===== src/rtl/rdct2_pkg.sv =====
package rdct2_pkg;
  localparam int BLK_N  = 64;                 // words per block
  localparam int IDX_W  = $clog2(BLK_N);
  localparam int USED_N = 5;                  // used lines: 0,1,3,5,7
  localparam int MAC_N  = 8;                  // row-pass MAC cycles
  localparam int MAC_W  = $clog2(MAC_N);
  localparam int PIX_N  = 4;
  localparam int OUT_W  = $clog2(PIX_N);
  localparam int PASS_B = 2;

  typedef enum logic [1:0] {ST_LOAD, ST_FIN, ST_MAC, ST_EMIT} stT;

  typedef struct packed {
    logic             loadEn;
    logic [IDX_W-1:0] loadIdx;
    logic             finEn;
    logic             macEn;
    logic             macRow;
    logic [1:0]       macTap;
    logic [OUT_W-1:0] outIdx;
  } ctlT;

  // Odd-term weight for tap 0..3 (inputs x1, x3, x5, x7)
  function automatic logic signed [15:0] tapConst(input logic [1:0] t);
    case (t)
      2'd0:    return 16'sd29692;
      2'd1:    return -16'sd10426;
      2'd2:    return 16'sd6967;
      default: return -16'sd5906;
    endcase
  endfunction
endpackage


===== src/rtl/rdct2_ctrl.sv =====
module rdct2_ctrl
  import rdct2_pkg::*;
(
  input  logic clk,
  input  logic rstN,
  input  logic inValid,
  input  logic outReady,
  output logic inReady,
  output logic outValid,
  output ctlT  ctl
);
  stT               state;
  logic [IDX_W-1:0] loadCnt;
  logic [MAC_W-1:0] macCnt;
  logic [OUT_W-1:0] outCnt;
  logic             inFire;

  assign inReady  = (state == ST_LOAD);
  assign outValid = (state == ST_EMIT);
  assign inFire   = inValid && inReady;

  always_comb begin
    ctl         = '0;
    ctl.loadEn  = inFire;
    ctl.loadIdx = loadCnt;
    ctl.finEn   = (state == ST_FIN);
    ctl.macEn   = (state == ST_MAC);
    ctl.macRow  = macCnt[MAC_W-1];
    ctl.macTap  = macCnt[1:0];
    ctl.outIdx  = outCnt;
  end

  always_ff @(posedge clk or negedge rstN) begin
    if (!rstN) begin
      state   <= ST_LOAD;
      loadCnt <= '0;
      macCnt  <= '0;
      outCnt  <= '0;
    end else begin
      case (state)
        ST_LOAD: if (inFire) begin
          loadCnt <= loadCnt + 1'b1;
          if (loadCnt == IDX_W'(BLK_N - 1)) state <= ST_FIN;
        end
        ST_FIN: begin
          macCnt <= '0;
          state  <= ST_MAC;
        end
        ST_MAC: begin
          macCnt <= macCnt + 1'b1;
          if (macCnt == MAC_W'(MAC_N - 1)) state <= ST_EMIT;
        end
        default: if (outReady) begin
          outCnt <= outCnt + 1'b1;
          if (outCnt == OUT_W'(PIX_N - 1)) state <= ST_LOAD;
        end
      endcase
    end
  end
endmodule


===== src/rtl/rdct2_dp.sv =====
module rdct2_dp
  import rdct2_pkg::*;
#(
  parameter int CW = 16,   // coefficient / intermediate width
  parameter int AW = 32,   // accumulator width
  parameter int PW = 8,    // pixel width
  parameter int CB = 13    // fixed-point fraction bits of constants
)(
  input  logic          clk,
  input  ctlT           ctl,
  input  logic [CW-1:0] inCoef,
  input  logic [CW-1:0] inQuant,
  output logic [PW-1:0] outPixel
);
  localparam int EVSH   = CB + 2;
  localparam int RND1   = 1 << (CB - 1);
  localparam int HI_SH  = AW - CW;
  localparam int P2SH   = CB + PASS_B + 3 + 2 - CW;
  localparam int RND2   = 1 << (P2SH - 1);
  localparam int CENTER = 1 << (PW - 1);
  localparam logic signed [CW+1:0] MAXV = (CW+2)'((1 << PW) - 1);

  logic signed [CW-1:0] deq;
  logic [2:0]           loadRow;
  logic [1:0]           tapSel;
  logic signed [CW-1:0] mulA, coefK, midSel;
  logic signed [AW-1:0] prod;
  logic [1:0][USED_N-1:0][CW-1:0] midFlat;
  logic signed [AW-1:0] odd2 [2];

  assign deq     = CW'($signed(inCoef) * $signed(inQuant));
  assign loadRow = ctl.loadIdx[IDX_W-1 -: 3];
  assign tapSel  = ctl.macEn ? ctl.macTap : loadRow[2:1];
  assign coefK   = tapConst(tapSel);
  assign midSel  = $signed(midFlat[ctl.macRow][{1'b0, ctl.macTap} + 3'd1]);
  assign mulA    = ctl.macEn ? midSel : deq;
  assign prod    = AW'(mulA) * AW'(coefK);

  // Column pass: one accumulator pair per used column, filled during load
  for (genvar s = 0; s < USED_N; s++) begin : g_slot
    localparam logic [2:0] COL = (s == 0) ? 3'd0 : 3'(2 * s - 1);
    logic signed [AW-1:0] evenQ, oddQ;
    logic hit;
    assign hit = ctl.loadEn && (ctl.loadIdx[2:0] == COL);

    always_ff @(posedge clk) begin
      if (hit) begin
        if (loadRow == 3'd0)   evenQ <= AW'(deq) <<< EVSH;
        else if (loadRow[0])   oddQ  <= (loadRow == 3'd1) ? prod : oddQ + prod;
      end
    end

    for (genvar r = 0; r < 2; r++) begin : g_row
      logic signed [AW-1:0] sumW;
      logic signed [AW:0]   ext;
      logic [CW-1:0]        midQ;
      assign sumW = (r == 0) ? evenQ + oddQ : evenQ - oddQ;
      assign ext  = {sumW[AW-1], sumW} + (AW+1)'(RND1);
      always_ff @(posedge clk) begin
        if (ctl.finEn) midQ <= CW'(ext >>> CB);
      end
      assign midFlat[r][s] = midQ;
    end
  end

  // Row pass: four MAC steps per intermediate row on the shared multiplier
  always_ff @(posedge clk) begin
    if (ctl.macEn)
      odd2[ctl.macRow] <= (ctl.macTap == 2'd0) ? prod : odd2[ctl.macRow] + prod;
  end

  // Output stage: even/odd combine, high half, rounding shift, centre, clamp
  logic signed [AW-1:0] ev2, sum2;
  logic signed [CW-1:0] hi;
  logic signed [CW:0]   rndSum, rndSh;
  logic signed [CW+1:0] val;

  always_comb begin
    ev2    = AW'($signed(midFlat[ctl.outIdx[1]][0])) <<< EVSH;
    sum2   = ctl.outIdx[0] ? ev2 - odd2[ctl.outIdx[1]] : ev2 + odd2[ctl.outIdx[1]];
    hi     = CW'(sum2 >>> HI_SH);
    rndSum = {hi[CW-1], hi} + (CW+1)'(RND2);
    rndSh  = rndSum >>> P2SH;
    val    = {rndSh[CW], rndSh} + (CW+2)'(CENTER);
    if (val < 0)         outPixel = '0;
    else if (val > MAXV) outPixel = '1;
    else                 outPixel = val[PW-1:0];
  end
endmodule


===== src/rtl/rdct2x2.sv =====
module rdct2x2
  import rdct2_pkg::*;
#(
  parameter int CW = 16,
  parameter int AW = 32,
  parameter int PW = 8,
  parameter int CB = 13
)(
  input  logic          clk,
  input  logic          rstN,
  input  logic          inValid,
  output logic          inReady,
  input  logic [CW-1:0] inCoef,
  input  logic [CW-1:0] inQuant,
  output logic          outValid,
  input  logic          outReady,
  output logic [PW-1:0] outPixel
);
  ctlT ctl;

  rdct2_ctrl u_ctrl (
    .clk(clk), .rstN(rstN), .inValid(inValid), .outReady(outReady),
    .inReady(inReady), .outValid(outValid), .ctl(ctl)
  );

  rdct2_dp #(.CW(CW), .AW(AW), .PW(PW), .CB(CB)) u_dp (
    .clk(clk), .ctl(ctl), .inCoef(inCoef), .inQuant(inQuant), .outPixel(outPixel)
  );
endmodule


===== config.mk =====
export PLATFORM = sky130hd
export DESIGN_NAME = rdct2x2
export DESIGN_NICKNAME = d
export VERILOG_FILES = /design/src/rtl/rdct2_pkg.sv /design/src/rtl/rdct2_ctrl.sv /design/src/rtl/rdct2_dp.sv /design/src/rtl/rdct2x2.sv
export SDC_FILE = /design/constraint.sdc
export NUM_CORES = 2
export LEC_CHECK = 0
export BUFFER_PORTS_ARGS = -buffer_cell sky130_fd_sc_hd__buf_2
export CAP_MARGIN = 5
export CORE_ASPECT_RATIO = 0.5
export CORE_MARGIN = 1.5
export CORE_UTILIZATION = 55
export CTS_BUF_LIST = sky130_fd_sc_hd__clkbuf_8
export CTS_CLUSTER_DIAMETER = 80
export DETAILED_ROUTE_END_ITERATION = 7
export GPL_ROUTABILITY_DRIVEN = 0
export HOLD_SLACK_MARGIN = 0.03
export PLACE_DENSITY = 0.68
export SLEW_MARGIN = 5
export SYNTH_ARGS = -nofsm -noshare
export SYNTH_HDL_FRONTEND = slang
export SYNTH_HIERARCHICAL = 1
export SYNTH_SLANG_ARGS = --single-unit

===== constraint.sdc =====
create_clock -name clk -period 11.25 [get_ports clk]
set_clock_uncertainty 0.05 [all_clocks]
set_input_delay 2.25 -clock clk [delete_from_list [all_inputs] [get_ports clk]]
set_output_delay 2.25 -clock clk [all_outputs]
set_load 0.02 [all_outputs]

; After elaboration in Yosys (flattened, before gate mapping)
; Memory sizes are Yosys's and may differ from the RTL's.
; Cells that the tools add are included.
[totals]
ff_bits = 403
ram_bits = 64
inputBits = 36
output_inout_bits = 10
elab_cells = 139
mem_count = 1
[classes]
n_addsub = 34
n_mul = 2
magnitude_cmp = 5
eq_ne = 16
muxes = 27
bitwise_logic = 2
reduce_logical = 28
[memory_table]
columns = memory, words, width, rd, rd_ports_with_merged_regs, wr, line_no
row1 = u_dp.odd2, 2, 32, 2, 0, 1, rdct2_dp.sv:29  ; logic signed [AW-1:0] odd2 [2];
[ops]
columns = cell, n
row1 = "29-bit by 14-bit adder with 29-bit output, second input constant", 10
row2 = 32-bit 2-to-1 mux, 7
row3 = 32-bit adder, 6
row4 = 80-bit 2-to-1 mux, 2
row5 = 29-bit adder, 5
row6 = 29-bit subtractor, 5
row7 = 16-bit 2-to-1 mux, 4
row8 = 16-bit binary-select mux with 3-bit select, 1
row9 = 16-bit one-hot mux with 3 select lines, 1
row10 = 31-bit by 32-bit adder with 32-bit output, 1
row11 = 16-bit by 16-bit multiplier with 32-bit output, 1
row12 = 31-bit by 32-bit subtractor with 32-bit output, 1
row13 = "16-bit by 5-bit adder with 17-bit output, second input constant", 1
row14 = 16-bit by 16-bit multiplier with 16-bit output, 1
row15 = 8-bit 2-to-1 mux, 2
row16 = 3-bit AND reduction, 5
row17 = "13-bit by 9-bit adder with 14-bit output, second input constant", 1
row18 = "14-bit by 9-bit > comparator with 1-bit output, second input constant", 1
row19 = "14-bit by 1-bit < comparator with 1-bit output, second input constant", 1
row20 = 2-bit AND reduction, 7
row21 = 2-bit 2-to-1 mux, 6
row22 = "3-bit == test, second input constant", 3
row23 = "2-bit == test, second input constant", 4
row24 = 4-bit nonzero test, 2
row25 = other kinds (21), 36

; Depth between registers and ports, before layout
[logic_depth]
ltp_word = 9
depth_mapped = 58
ltp_nobuf = 56

; Modules after synthesis
; Netlist, hierarchy kept.
[by_module_without_submodules]
columns = module, n_inst, cells_each, area_per_inst_um2, seq_area_each_um2
row1 = rdct2_dp, 1, 4728, 46310.7, 13182.6
row2 = rdct2_ctrl, 1, 64, 720.7, 325.3

; Least setup slack after synthesis
; OpenSTA, ideal clock, no wires.
[synth_path]
path_type = input to register
start = input inQuant[1]
end = memory u_dp.odd2[0][31], data pin
setup_time_ns = 0.264
t_arrival_ns = 14.820
required_time_ns = 10.936
setup_slack_ns = -3.885
cell_stages = 47
path_buffers = 3
cell_sequence = clkbuf_1 -> nand2_1 -> fa_1 -> fa_1 -> inv_1 -> fa_1 -> inv_1 -> fa_1 -> inv_1 -> fa_1 -> inv_1 -> fa_1 -> inv_1 -> ha_1 -> a21boi_0 -> o21ai_0 -> a21boi_0 -> o21ai_0 -> [11 not listed] -> inv_1 -> fa_1 -> inv_1 -> ha_1 -> nand4_1 -> a2111oi_0 -> nor3_1 -> o21ai_0 -> o311ai_0 -> xnor2_1 -> clkbuf_1 -> ha_1 -> nand3_1 -> o21ai_0 -> nor4_1 -> a211oi_1 -> mux2i_1 -> xnor2_1
[synth_via]
elab_chain_cells = 5
[synth_lines]
columns = element, line_no
row1 = from (decl), rdct2x2.sv:14  ; input logic [CW-1:0] inQuant,
row2 = 16-bit by 16-bit multiplier with 16-bit output *, rdct2_dp.sv:31  ; assign deq = CW'($signed(inCoef) * $signed(inQuant));
row3 = 16-bit 2-to-1 mux *, rdct2_dp.sv:36  ; assign mulA = ctl.macEn ? midSel : deq;
row4 = 16-bit by 16-bit multiplier with 32-bit output *, rdct2_dp.sv:37  ; assign prod = AW'(mulA) * AW'(coefK);
row5 = 32-bit adder, rdct2_dp.sv:69  ; odd2[ctl.macRow] <= (ctl.macTap == 2'd0) ? prod : odd2[ctl.macRow] + prod;
row6 = 32-bit 2-to-1 mux *, rdct2_dp.sv:69
row7 = to (decl), rdct2_dp.sv:29
; Every way passes the cells marked *; elsewhere a longest branch is shown, timed or not.

; Final worst setup path
[layout_path]
start = input inQuant[6]
end = memory u_dp.odd2[0][31], data pin
; Same word-level chain as after synthesis.

==> results.yml <==
logic_synthesis:
  ys.flop_type: "edfxtp_1"
  syn_inst: 4792
  post_synthesis_instance_area_um2: 47030
  synthArstFlopShare: 0.02876
  number_of_distinct_library_cell_variants_in_the_gate_level_netlist_after_synthesis: 87
  yosysWarnings: 6
  syn_area_per_cell_um2: 9.815
  fraction_of_the_yosys_area_taken_by_sequential_cells: 0.2872
  postSynthRegisterBits: 452
  synthesis.nets: 5682
  number_of_enable_flip_flop_cells_after_synthesis: 439
worst_setup_path:
  critical-path-top-cell-by-count: "fa_1"
  regToRegStartpoint: "u_ctrl/macCnt[2]"
  worst_ep_required_time_ns: 11.61
  worstRegToRegCells: 41
  reg2reg_setup_slack_ns: 0.54
  path_max_fanout: 3
  cp-end-kind: "flop"
  cpPeakStageDelay_ns: 0.56
  start_kind: "input pin"
  cp.arrival_ns: 14.18
  worst_path_max_delay_cell: "fa_2"
  regToRegEndpoint: "u_dp/odd2[0][31]"
  crit_path_max_delay_family: "adder cells"
  timing.critical_path.buf_inv: 15
  timing.setup.critical_path_class: "input pin to flop"
clock_network:
  cts_tree: "built"
  cts_sinks: 452
  clock_network_latency_to_the_later_pin_of_the_worst_skew_pair_ns: 0.72
  cts_hold_buffers: 0
  clk_pin_slew_worst_paths_ns: 0.06
  clock-root-buffer: "clkbuf_8"
  ctsLongestPathBuffers: 3
  tritoncts.num_buffers: 75
  htree_levels: 3
sta:
  hold_viol_final: 0
  holdWs_ns: 0.5287
  timing.final.ws_setup_ns: -2.570
  tightestPinTransition_ns: 1.179
  final_max_slew_viol_count: 0
  post-route-period-util: 1.228
  timing.final.crit_period_ns: 13.82
  max_freq_mhz: 72.36
  report.final.setup_viol: 134
  max-slew-margin-rel: 0.2126
  rsz0062_at_grt: "yes"
die:
  io_pins: 46
  die_y_um: 209.8
  die_x_extent_um: 416.6
  start_util: 0.5581
  rows: 75
  core_area_um2: 84270
  dieArea_um2: 87380
min_path:
  min-delay-path-class: "flop to flop"
  hold_path_end: "u_ctrl/loadCnt[5]"
  hold-path-cell-count: 1
  startpoint_of_the_most_critical_hold_path: "u_ctrl/loadCnt[5]"
route:
  drt_first_iter_violations: 3714
  drt_first_pass_iters: 8
  route.final.wire_length_um: 147500
  postRouteAntennaNets: 0
  via_density_per_instance: 5.813
  remaining_drc_errors: 0
  wl_per_cell_um: 21.77
  detailroute.via_count: 39390
status:
  run_status: "finished, violations left"
  violations: "negative setup slack"
global_route:
  grt_pass1_wl_um: 223800
  grt.overflow.total: 0
  grt_start_max_net_pins: 80
  globalRouteTotalUtil: 0.3331
  number_of_antenna_violations_at_the_first_check_in_global_routing: 8
  first_global_vias: 40020
place:
  pre_cts_slack_ns: -3.499
  detailedPlacementHpwl_um: 117500
  io_buffer_count: 45
final_layout:
  layout.core_utilization: 0.6944
  drive_above_1_share: 0.2659
  area_growth_pct: 24.43
  most_common_cell_after_layout_fill_and_taps_aside: "buf_4"
  finish.net_count: 6487
  mostFrequentLayoutCells: "740 x buf_4, 696 x inv_1, 465 x ha_1, 439 x edfxtp_1, 331 x fa_1"
flow_run:
  max_cap_violations: 0
## repair_timing
item / 4_1_cts / 5_1_grt
pin swaps: 180 / 200
hold endpoints to repair: 0 / 0
buffers inserted: 60 / 49
setup endpoints to repair: 135 / 143
resized for setup: 259 / 213
## worst max-delay path by stage
| stage | from | depth (start not counted) | slack, ns | end |
|---|---|---|---|---|
| final | inQuant[6] | 54 | -2.57 | u_dp/odd2[0][31] |
| after global routing | inQuant[5] | 53 | -2.94 | u_dp/odd2[0][31] |
| after CTS | inQuant[5] | 48 | -2.48 | u_dp/g_slot[3].oddQ[26] |
| after detailed placement | inQuant[1] | 51 | -3.50 | u_dp/odd2[0][31] |
| after global placement | inQuant[1] | 58 | -3.33 | u_dp/odd2[0][31] |
| after floorplan | inCoef[7] | 52 | -2.82 | u_dp/odd2[0][30] |
## flip-flops by register name (all words and copies together), names as in the netlist
| signal | cells |
|---|---|
| u_ctrl/macCnt | 3 |
| u_dp/odd2 | 64 |
| u_dp/g_slot.g_row.midQ | 160 |
| u_ctrl/outCnt | 2 |
| u_ctrl/loadCnt | 6 |
| u_ctrl/state | 2 |
| u_dp/g_slot.evenQ | 70 |
| u_dp/g_slot.oddQ | 145 |
## worst reg2reg max path: cells and delay by family, from the launching register on
family / cells / cell delay (ns)
adder cells (fa/ha/maj): 8 / 3.03
AO/OA/AOI/OAI: 13 / 2.91
buffers and inverters: 11 / 1.59
multiplexers: 3 / 1.14
flip-flops: 1 / 0.75
AND/OR/NAND/NOR: 4 / 0.74
XOR/XNOR: 2 / 0.24
## synthesized netlist by cell type, drive strengths merged (20+ instances only)
cell type / number / area (µm²)
mux2: 66 / 743.2
nor2: 283 / 1065
or3: 20 / 125.1
nor3: 67 / 335.3
a211oi: 23 / 177.7
ha: 517 / 6469
mux2i: 35 / 350.3
a21o: 88 / 660.6
o21a: 24 / 180.2
o211ai: 21 / 162.6
inv: 699 / 2624
a31oi: 26 / 162.7
clkbuf: 117 / 439.2
xnor2: 263 / 2303
fa: 337 / 6746
mux4: 32 / 720.7
nor2b: 42 / 262.8
nor4: 24 / 171.4
nand3: 68 / 340.3
and3: 22 / 137.6
nand2b: 51 / 319.1
o21ai: 287 / 1436
and2: 82 / 513.0
a21oi: 275 / 1376
xor2: 157 / 1375
nand2: 317 / 1190
o21bai: 81 / 608.1
o31ai: 29 / 217.7
edfxtp: 439 / 13180
or2: 54 / 337.8
## layout make-up
class                   count  area, µm²
diodes                      8      20.02
well taps                1116       1396
clock inverters            52      249.0
fillers                  6197      25750
flip-flops and latches    452      13510
inverters                 700       2633
repair buffers            860       6835
clock buffers              80       1101
multi-input cells        3508      32770
## routing by layer
layer	vias to the layer above	GRT usage	share of wire
met4	2	0.1198	0.039
li1	18070	-	-
met5	-	0	0.000068
met3	337	0.07554	0.11
met1	19320	0.4463	0.41
met2	1663	0.5325	0.45
## per-stage QoR
step / instance area [µm²] / cells / setup TNS [ns]
floorplan: 47800 / 4792 / -209.17
global placement: 54520 / 6550 / -305.55
detailed placement: 54520 / 6550 / -324.58
CTS: 57330 / 6728 / -192.05
global route: 58500 / 6770 / -259.63
finish: 58520 / 6776 / -212.68
## cells by family after synthesis
| logic type | after synthesis | synth area share |
|---|---|---|
| adders and majority gates | 856 | 0.2814 |
| and+or+nand+nor | 1101 | 0.1148 |
| buffers and inverters | 832 | 0.06688 |
| muxes | 133 | 0.03858 |
| xor gates and xnor gates | 420 | 0.07821 |
| AOI/OAI and AO/OA | 998 | 0.1329 |
| DFF | 452 | 0.2872 |
Power is left out: the tool's default activity adds up to more than one toggle a clock period on the data nets, which glitch-free logic cannot reach.
